## src/rtl/authGatePkg.sv

```systemverilog
package authGatePkg;

  typedef enum logic [1:0] {
    GATE_ISSUE = 2'd0,
    GATE_WRITE = 2'd1,
    GATE_FETCH = 2'd2,
    GATE_BOTH  = 2'd3
  } gateMode_t;

  typedef struct packed {
    logic push;     // accept a line into the queue
    logic pop;      // retire the oldest line
    logic relHead;  // release oldest line's plaintext
    logic relIn;    // release incoming line's plaintext
  } gateStrobes_t;

endpackage

```

## src/rtl/authGateDatapath.sv

```systemverilog
module authGateDatapath
  import authGatePkg::*;
#(
  parameter int DEPTH  = 8,
  parameter int DATA_W = 32,
  parameter int ID_W   = 8,
  parameter int TAG_W  = 4
) (
  input  logic              clk,
  input  logic              rstN,
  input  gateStrobes_t      strb,
  input  logic [DATA_W-1:0] cipherIn,
  input  logic [DATA_W-1:0] padIn,
  input  logic [ID_W-1:0]   lineIdIn,
  output logic              empty,
  output logic              full,
  output logic [TAG_W-1:0]  headTag,
  output logic [TAG_W-1:0]  nextTag,
  output logic              relValid,
  output logic [ID_W-1:0]   relLineId,
  output logic [DATA_W-1:0] relData
);

  localparam int PTR_W = (DEPTH > 1) ? $clog2(DEPTH) : 1;
  localparam int CNT_W = $clog2(DEPTH + 1);
  localparam logic [PTR_W-1:0] LAST_PTR = PTR_W'(DEPTH - 1);

  logic [DATA_W-1:0] plainMem [DEPTH];
  logic [ID_W-1:0]   idMem    [DEPTH];
  logic [TAG_W-1:0]  tagMem   [DEPTH];
  logic [PTR_W-1:0]  wrPtr, rdPtr;
  logic [CNT_W-1:0]  count;
  logic [DATA_W-1:0] plainIn;

  assign plainIn = cipherIn ^ padIn;
  assign empty   = (count == '0);
  assign full    = (count == CNT_W'(DEPTH));
  assign headTag = tagMem[rdPtr];

  always_ff @(posedge clk) begin
    if (strb.push) begin
      plainMem[wrPtr] <= plainIn;
      idMem[wrPtr]    <= lineIdIn;
      tagMem[wrPtr]   <= nextTag;
    end
  end

  always_ff @(posedge clk) begin
    if (!rstN) begin
      wrPtr   <= '0;
      rdPtr   <= '0;
      count   <= '0;
      nextTag <= '0;
    end else begin
      if (strb.push) begin
        wrPtr   <= (wrPtr == LAST_PTR) ? '0 : wrPtr + 1'b1;
        nextTag <= nextTag + 1'b1;
      end
      if (strb.pop) begin
        rdPtr <= (rdPtr == LAST_PTR) ? '0 : rdPtr + 1'b1;
      end
      case ({strb.push, strb.pop})
        2'b10:   count <= count + 1'b1;
        2'b01:   count <= count - 1'b1;
        default: count <= count;
      endcase
    end
  end

  always_ff @(posedge clk) begin
    if (!rstN) begin
      relValid  <= 1'b0;
      relLineId <= '0;
      relData   <= '0;
    end else begin
      relValid <= strb.relHead | strb.relIn;
      if (strb.relHead) begin
        relData   <= plainMem[rdPtr];
        relLineId <= idMem[rdPtr];
      end else if (strb.relIn) begin
        relData   <= plainIn;
        relLineId <= lineIdIn;
      end
    end
  end

  p_no_overflow_r7: assert property (@(posedge clk) disable iff (!rstN)
    strb.push |-> (!full || strb.pop));

  p_fill_nonempty_r3: assert property (@(posedge clk) disable iff (!rstN)
    (strb.push && !strb.pop) |=> !empty);

endmodule

```

## src/rtl/authGateControl.sv

```systemverilog
module authGateControl
  import authGatePkg::*;
#(
  parameter int TAG_W = 4
) (
  input  logic             clk,
  input  logic             rstN,
  input  logic [1:0]       mode,
  input  logic             rspValid,
  input  logic             resValid,
  input  logic [TAG_W-1:0] resTag,
  input  logic             resOk,
  input  logic             empty,
  input  logic             full,
  input  logic [TAG_W-1:0] headTag,
  output gateStrobes_t     strb,
  output logic             rspReady,
  output logic             fetchReqReady,
  output logic             wrReqReady,
  output logic             tamper,
  output logic             protoErr
);

  gateMode_t policy;
  logic      accept;
  logic      resHit;
  logic      halted;

  assign policy   = gateMode_t'(mode);
  assign halted   = tamper | protoErr;
  assign rspReady = !full;
  assign accept   = rspValid & !full;
  assign resHit   = resValid & !empty & (resTag == headTag);

  assign fetchReqReady = !halted &&
    !(((policy == GATE_FETCH) || (policy == GATE_BOTH)) && !empty);
  assign wrReqReady = !halted &&
    !(((policy == GATE_WRITE) || (policy == GATE_BOTH)) && !empty);

  always_comb begin
    strb.push    = accept;
    strb.pop     = resHit;
    strb.relHead = resHit & resOk & (policy == GATE_ISSUE);
    strb.relIn   = accept & (policy != GATE_ISSUE);
  end

  always_ff @(posedge clk) begin
    if (!rstN) begin
      tamper   <= 1'b0;
      protoErr <= 1'b0;
    end else begin
      if (resHit && !resOk) tamper <= 1'b1;
      if (resValid && !resHit) protoErr <= 1'b1;
    end
  end

  p_fetch_hold_r5: assert property (@(posedge clk) disable iff (!rstN)
    ($past(rstN) && $past(strb.push) && mode[1]) |-> !fetchReqReady);

  p_write_hold_r4: assert property (@(posedge clk) disable iff (!rstN)
    ($past(rstN) && $past(strb.push) && mode[0]) |-> !wrReqReady);

  p_tamper_sticky_r8: assert property (@(posedge clk) disable iff (!rstN)
    tamper |=> tamper);

  p_fail_blocks_r8: assert property (@(posedge clk) disable iff (!rstN)
    ($past(rstN) && $past(strb.pop && !resOk)) |-> (!fetchReqReady && !wrReqReady));

endmodule

```

## src/rtl/authGateQueue.sv

```systemverilog
module authGateQueue
  import authGatePkg::*;
#(
  parameter int DEPTH  = 8,
  parameter int DATA_W = 32,
  parameter int MAC_W  = 16,
  parameter int ID_W   = 8,
  parameter int ADDR_W = 32,
  parameter int TAG_W  = $clog2(DEPTH) + 1
) (
  input  logic              clk,
  input  logic              rstN,
  input  logic [1:0]        mode,
  input  logic              rspValid,
  output logic              rspReady,
  input  logic [ID_W-1:0]   rspLineId,
  input  logic [DATA_W-1:0] rspCipher,
  input  logic [DATA_W-1:0] rspPad,
  input  logic [MAC_W-1:0]  rspMac,
  output logic              vreqValid,
  output logic [TAG_W-1:0]  vreqTag,
  output logic [ID_W-1:0]   vreqLineId,
  output logic [DATA_W-1:0] vreqCipher,
  output logic [MAC_W-1:0]  vreqMac,
  input  logic              resValid,
  input  logic [TAG_W-1:0]  resTag,
  input  logic              resOk,
  output logic              relValid,
  output logic [ID_W-1:0]   relLineId,
  output logic [DATA_W-1:0] relData,
  input  logic              fetchReqValid,
  input  logic [ADDR_W-1:0] fetchReqAddr,
  output logic              fetchReqReady,
  output logic              memFetchValid,
  output logic [ADDR_W-1:0] memFetchAddr,
  input  logic              wrReqValid,
  input  logic [ADDR_W-1:0] wrReqAddr,
  input  logic [DATA_W-1:0] wrReqData,
  output logic              wrReqReady,
  output logic              memWrValid,
  output logic [ADDR_W-1:0] memWrAddr,
  output logic [DATA_W-1:0] memWrData,
  output logic              tamper,
  output logic              protoErr
);

  gateStrobes_t     strb;
  logic             empty;
  logic             full;
  logic [TAG_W-1:0] headTag;
  logic [TAG_W-1:0] nextTag;

  authGateControl #(.TAG_W(TAG_W)) i_control (
    .clk           (clk),
    .rstN          (rstN),
    .mode          (mode),
    .rspValid      (rspValid),
    .resValid      (resValid),
    .resTag        (resTag),
    .resOk         (resOk),
    .empty         (empty),
    .full          (full),
    .headTag       (headTag),
    .strb          (strb),
    .rspReady      (rspReady),
    .fetchReqReady (fetchReqReady),
    .wrReqReady    (wrReqReady),
    .tamper        (tamper),
    .protoErr      (protoErr)
  );

  authGateDatapath #(
    .DEPTH  (DEPTH),
    .DATA_W (DATA_W),
    .ID_W   (ID_W),
    .TAG_W  (TAG_W)
  ) i_datapath (
    .clk       (clk),
    .rstN      (rstN),
    .strb      (strb),
    .cipherIn  (rspCipher),
    .padIn     (rspPad),
    .lineIdIn  (rspLineId),
    .empty     (empty),
    .full      (full),
    .headTag   (headTag),
    .nextTag   (nextTag),
    .relValid  (relValid),
    .relLineId (relLineId),
    .relData   (relData)
  );

  assign vreqValid  = strb.push;
  assign vreqTag    = nextTag;
  assign vreqLineId = rspLineId;
  assign vreqCipher = rspCipher;
  assign vreqMac    = rspMac;

  assign memFetchValid = fetchReqValid & fetchReqReady;
  assign memFetchAddr  = fetchReqAddr;
  assign memWrValid    = wrReqValid & wrReqReady;
  assign memWrAddr     = wrReqAddr;
  assign memWrData     = wrReqData;

endmodule

```

## config.mk

```make
export PLATFORM = sky130hd
export DESIGN_NAME = authGateQueue
export DESIGN_NICKNAME = d
export VERILOG_FILES = /design/src/rtl/authGatePkg.sv /design/src/rtl/authGateDatapath.sv /design/src/rtl/authGateControl.sv /design/src/rtl/authGateQueue.sv
export SDC_FILE = /design/constraint.sdc
export NUM_CORES = 1
export LEC_CHECK = 0
export CAP_MARGIN = 0
export CORE_UTILIZATION = 45
export DETAILED_ROUTE_END_ITERATION = 6
export GPL_TIMING_DRIVEN = 0
export PLACE_DENSITY = 0.73
export SLEW_MARGIN = 25
export SYNTH_ARGS = -nofsm -noshare
export SYNTH_HDL_FRONTEND = slang
export SYNTH_HIERARCHICAL = 1
export SYNTH_SLANG_ARGS = --single-unit
```

## constraint.sdc

```tcl
create_clock -name clk -period 12.8 [get_ports clk]
set_input_delay 2.56 -clock clk [delete_from_list [all_inputs] [get_ports clk]]
set_output_delay 2.56 -clock clk [all_outputs]
set_load 0.05 [all_outputs]
```

==> metrics <==
total I/O pin count=402; most common cell after layout, fill and taps aside=edfxtp_1; Crit path largest cell delay=around 810 ps; initial antenna violation count=4; Starting Density=between 40% and 50%; post-synthesis sequential area ratio=approximately 67%; initial drt markers=between 700 and 800; H-tree levels=2; maximum root-to-sink buffer count=3; Die Wd=199.3 um; gr usage total=22.83%; via density per instance=roughly 5.3; Area after DPL=roughly 22000 sq um; die area=approximately 40000 sq um; Final ANT Viol Nets=0; final setup fails=0; Vias=roughly 10000; Syn Std Cell Area=about 18000 sq um; Netlist cell types=41; hold path startpoint=i_datapath/count[3]; VDD IR max=99.07 uV; Cells after Synth=around 1000; share of layout cells above drive strength 1=between 20% and 30%; outcome=completed; Rel. slew slack=38.07%; Tot Pwr=around 3.1 mW; DP Worst Slack=roughly 5400 ps; fin nets=between 1500 and 2000; DP Wirelength=roughly 33 mm; Final Cycle Share=between 50 and 60%; Die Span Y=199.3 um; Layout Skew=approximately 15 ps; pin count of the biggest net entering global routing=20; average cell area after synthesis=16.71 sq um; std cell rows=a little over 70; # hold bufs at CTS=0; Buf/Inv on CP=2; Worst Path Max Fanout=2; Post-CTS Setup Bufs=0; Startpoint Class=input pin; PwrDens=between 100 and 150 nW/um^2; final worst path period need=7252 ps; Crit path max-delay family=buffers and inverters; warnings from Yosys=6; Max Slew Vio Count=0; Clk pin slew, worst setup/hold paths=around 60 ps; Critical Path RT=between 10000 and 15000 ps; Mapped Nets=between 1000 and 1500; Critical Path Slowest Stage Cell=clkdlybuf4s50_1; max_cap viols=0; Layout area overhead=30.59%; Peak Freq=~0.14 GHz; Setup TNS=0 ps; vias in the first global route=approximately 11000; final hold vios=0; Crit. End Element=primary output; ranking of synthesized cells by area=edfxtp_1 (60%), dfxtp_1 (6.9%), buf_4 (6.6%), mux4_1 (5.1%), mux2i_1 (4.6%); area leader, netlist=edfxtp_1; global route overflow=0; worst setup path class=input pin to primary output; worst setup path startpoint=mode[1]; worst-path cell chain=clkdlybuf4s50_1 > a211oi_1 > and2_1 > clkdlybuf4s50_1; Synth top area share=60.31%; routability-driven placement congestion ratio=roughly 0.77; cts repair resizes=0; Post-Route WL=45.90 mm; Remaining DRCs=0; port bufs=about 290; clock sinks=412; Leak=a little under 8 nW; most frequent cells in the layout=edfxtp_1 (352), clkdlybuf4s50_1 (289), buf_4 (167), mux2i_1 (81), dfxtp_1 (60); RSZ-0062 raised after global routing=no; Hold Path Class=flop to flop; Worst-Skew Late Latency=between 500 and 600 ps; Worst Slack Setup Final=between 5000 and 6000 ps; CTS tree=yes; CTS root buffer=clkbuf_16; Initial DRT Pass Iterations=5; Worst Tran Pin Value=928.9 ps; cell area after layout=approximately 23000 sq um; first-pass GRT wire length=approximately 66 mm; core area=38020 sq um; Worst EP arrival=approximately 4700 ps; flops & latches, synth=approximately 410; CTS Buf Count=43; routed len/inst=~23 um; most used cell along the critical path=clkdlybuf4s50_1
[routing by layer]
layer | vias to the layer above | share of wire, % | global-route usage, % | wire (um)
met2 | 497 | 52 | 40.73 | 23660
met4 | 0 | 3.2 | 8.397 | 1452
li1 | 4649 | - | - | -
met5 | - | 0 | 0 | 0
met1 | 5185 | 38 | 27.33 | 17270
met3 | 71 | 7.7 | 4.405 | 3519
[cells in the mapped netlist]
cell,n
mux2_2,4
buf_6,8
buf_1,1
mux4_1,34
o31ai_1,1
inv_1,5
o22ai_1,41
nor2_1,13
nor4bb_1,1
nand2b_1,6
buf_8,4
o21a_1,1
edfxtp_1,352
buf_12,1
nand3_1,1
dfxtp_1,60
o41ai_2,1
nor3b_1,25
a21oi_1,3
xnor2_1,7
a21boi_0,1
buf_4,154
nand4_1,1
a22oi_1,30
nor2b_1,37
clkbuf_1,19
a211oi_1,27
nor4b_1,2
xor2_1,35
buf_2,16
o21ai_0,3
nor4_1,1
ha_1,8
o31a_1,1
nand3_2,1
mux4_2,24
nor3_1,4
and2_1,8
or3_1,1
nand2_1,26
mux2i_1,81
[state kept, by name (all words and copies together), names as in the netlist, named ones only]
name                  cells
i_datapath/tagMem        32
i_datapath/relLineId      8
i_datapath/nextTag        4
i_datapath/count          4
i_control/tamper          1
i_datapath/rdPtr          3
i_datapath/idMem         64
i_datapath/wrPtr          3
i_control/protoErr        1
i_datapath/relValid       1
i_datapath/relData       32
i_datapath/plainMem     256
[layout make-up]
| type | instances | area, sq um |
|---|---|---|
| Timing Repair Buffer | 314 | 3283 |
| Fill cell | 2855 | 15130 |
| Clock inverter | 24 | 219.0 |
| Tap cell | 511 | 639.4 |
| Clock buffer | 56 | 1155 |
| Buffer | 203 | 1481 |
| Sequential cell | 412 | 11770 |
| Inverter | 5 | 18.77 |
| Multi-Input combinational cell | 429 | 4309 |
| Antenna cell | 4 | 10.01 |
[power breakdown]
| group | switching [mW] | internal (mW) | leakage [nW] |
|---|---|---|---|
| clock network | 0.511 | 0.686 | 0.673 |
| logic | 0.253 | 0.163 | 3.53 |
| registers | 0.0155 | 1.51 | 3.68 |
| total | 0.780 | 2.36 | 7.89 |
[logic make-up after synthesis]
logic type      after synthesis  synth area share [%]
simple gates                127                 4.191
buf+inv                     208                 8.560
mux                         143                 13.06
fa+ha+maj                     8                0.5712
compound gates              109                 4.348
xor+xnor                     42                 2.099
flops                       412                 67.17
[worst register-to-register path, cell delays in order, from the launching register on]
cell	delay, ps
dfxtp_1	320
buf_6	190
buf_8	210
mux4_2	510
mux2_2	280
xnor2_1	250
nand3_2	170
nor3_1	530
buf_2	400
nand2b_1	360
clkbuf_1	590
o22ai_1	150
[per-stage QoR]
step	util, %	hold WS (ps)	std cells
global placement	55.38	460.5	1849
finish	60.19	504.8	1958
floorplan	-	451.1	1049
global route	60.19	528.3	1958
CTS	60.17	513.6	1954
detailed placement	56.56	505.1	1874
[path summary, 6_finish.rpt]
kind | to | slack [ps] | cells past startpoint
max | memFetchValid | 5550 | 4
min | i_datapath/count[3] | 500 | 2
max reg2reg | i_datapath/relData[17] | 8690 | 11
min reg2reg | i_datapath/count[3] | 500 | 2
Power figures use the tool's default switching activity.
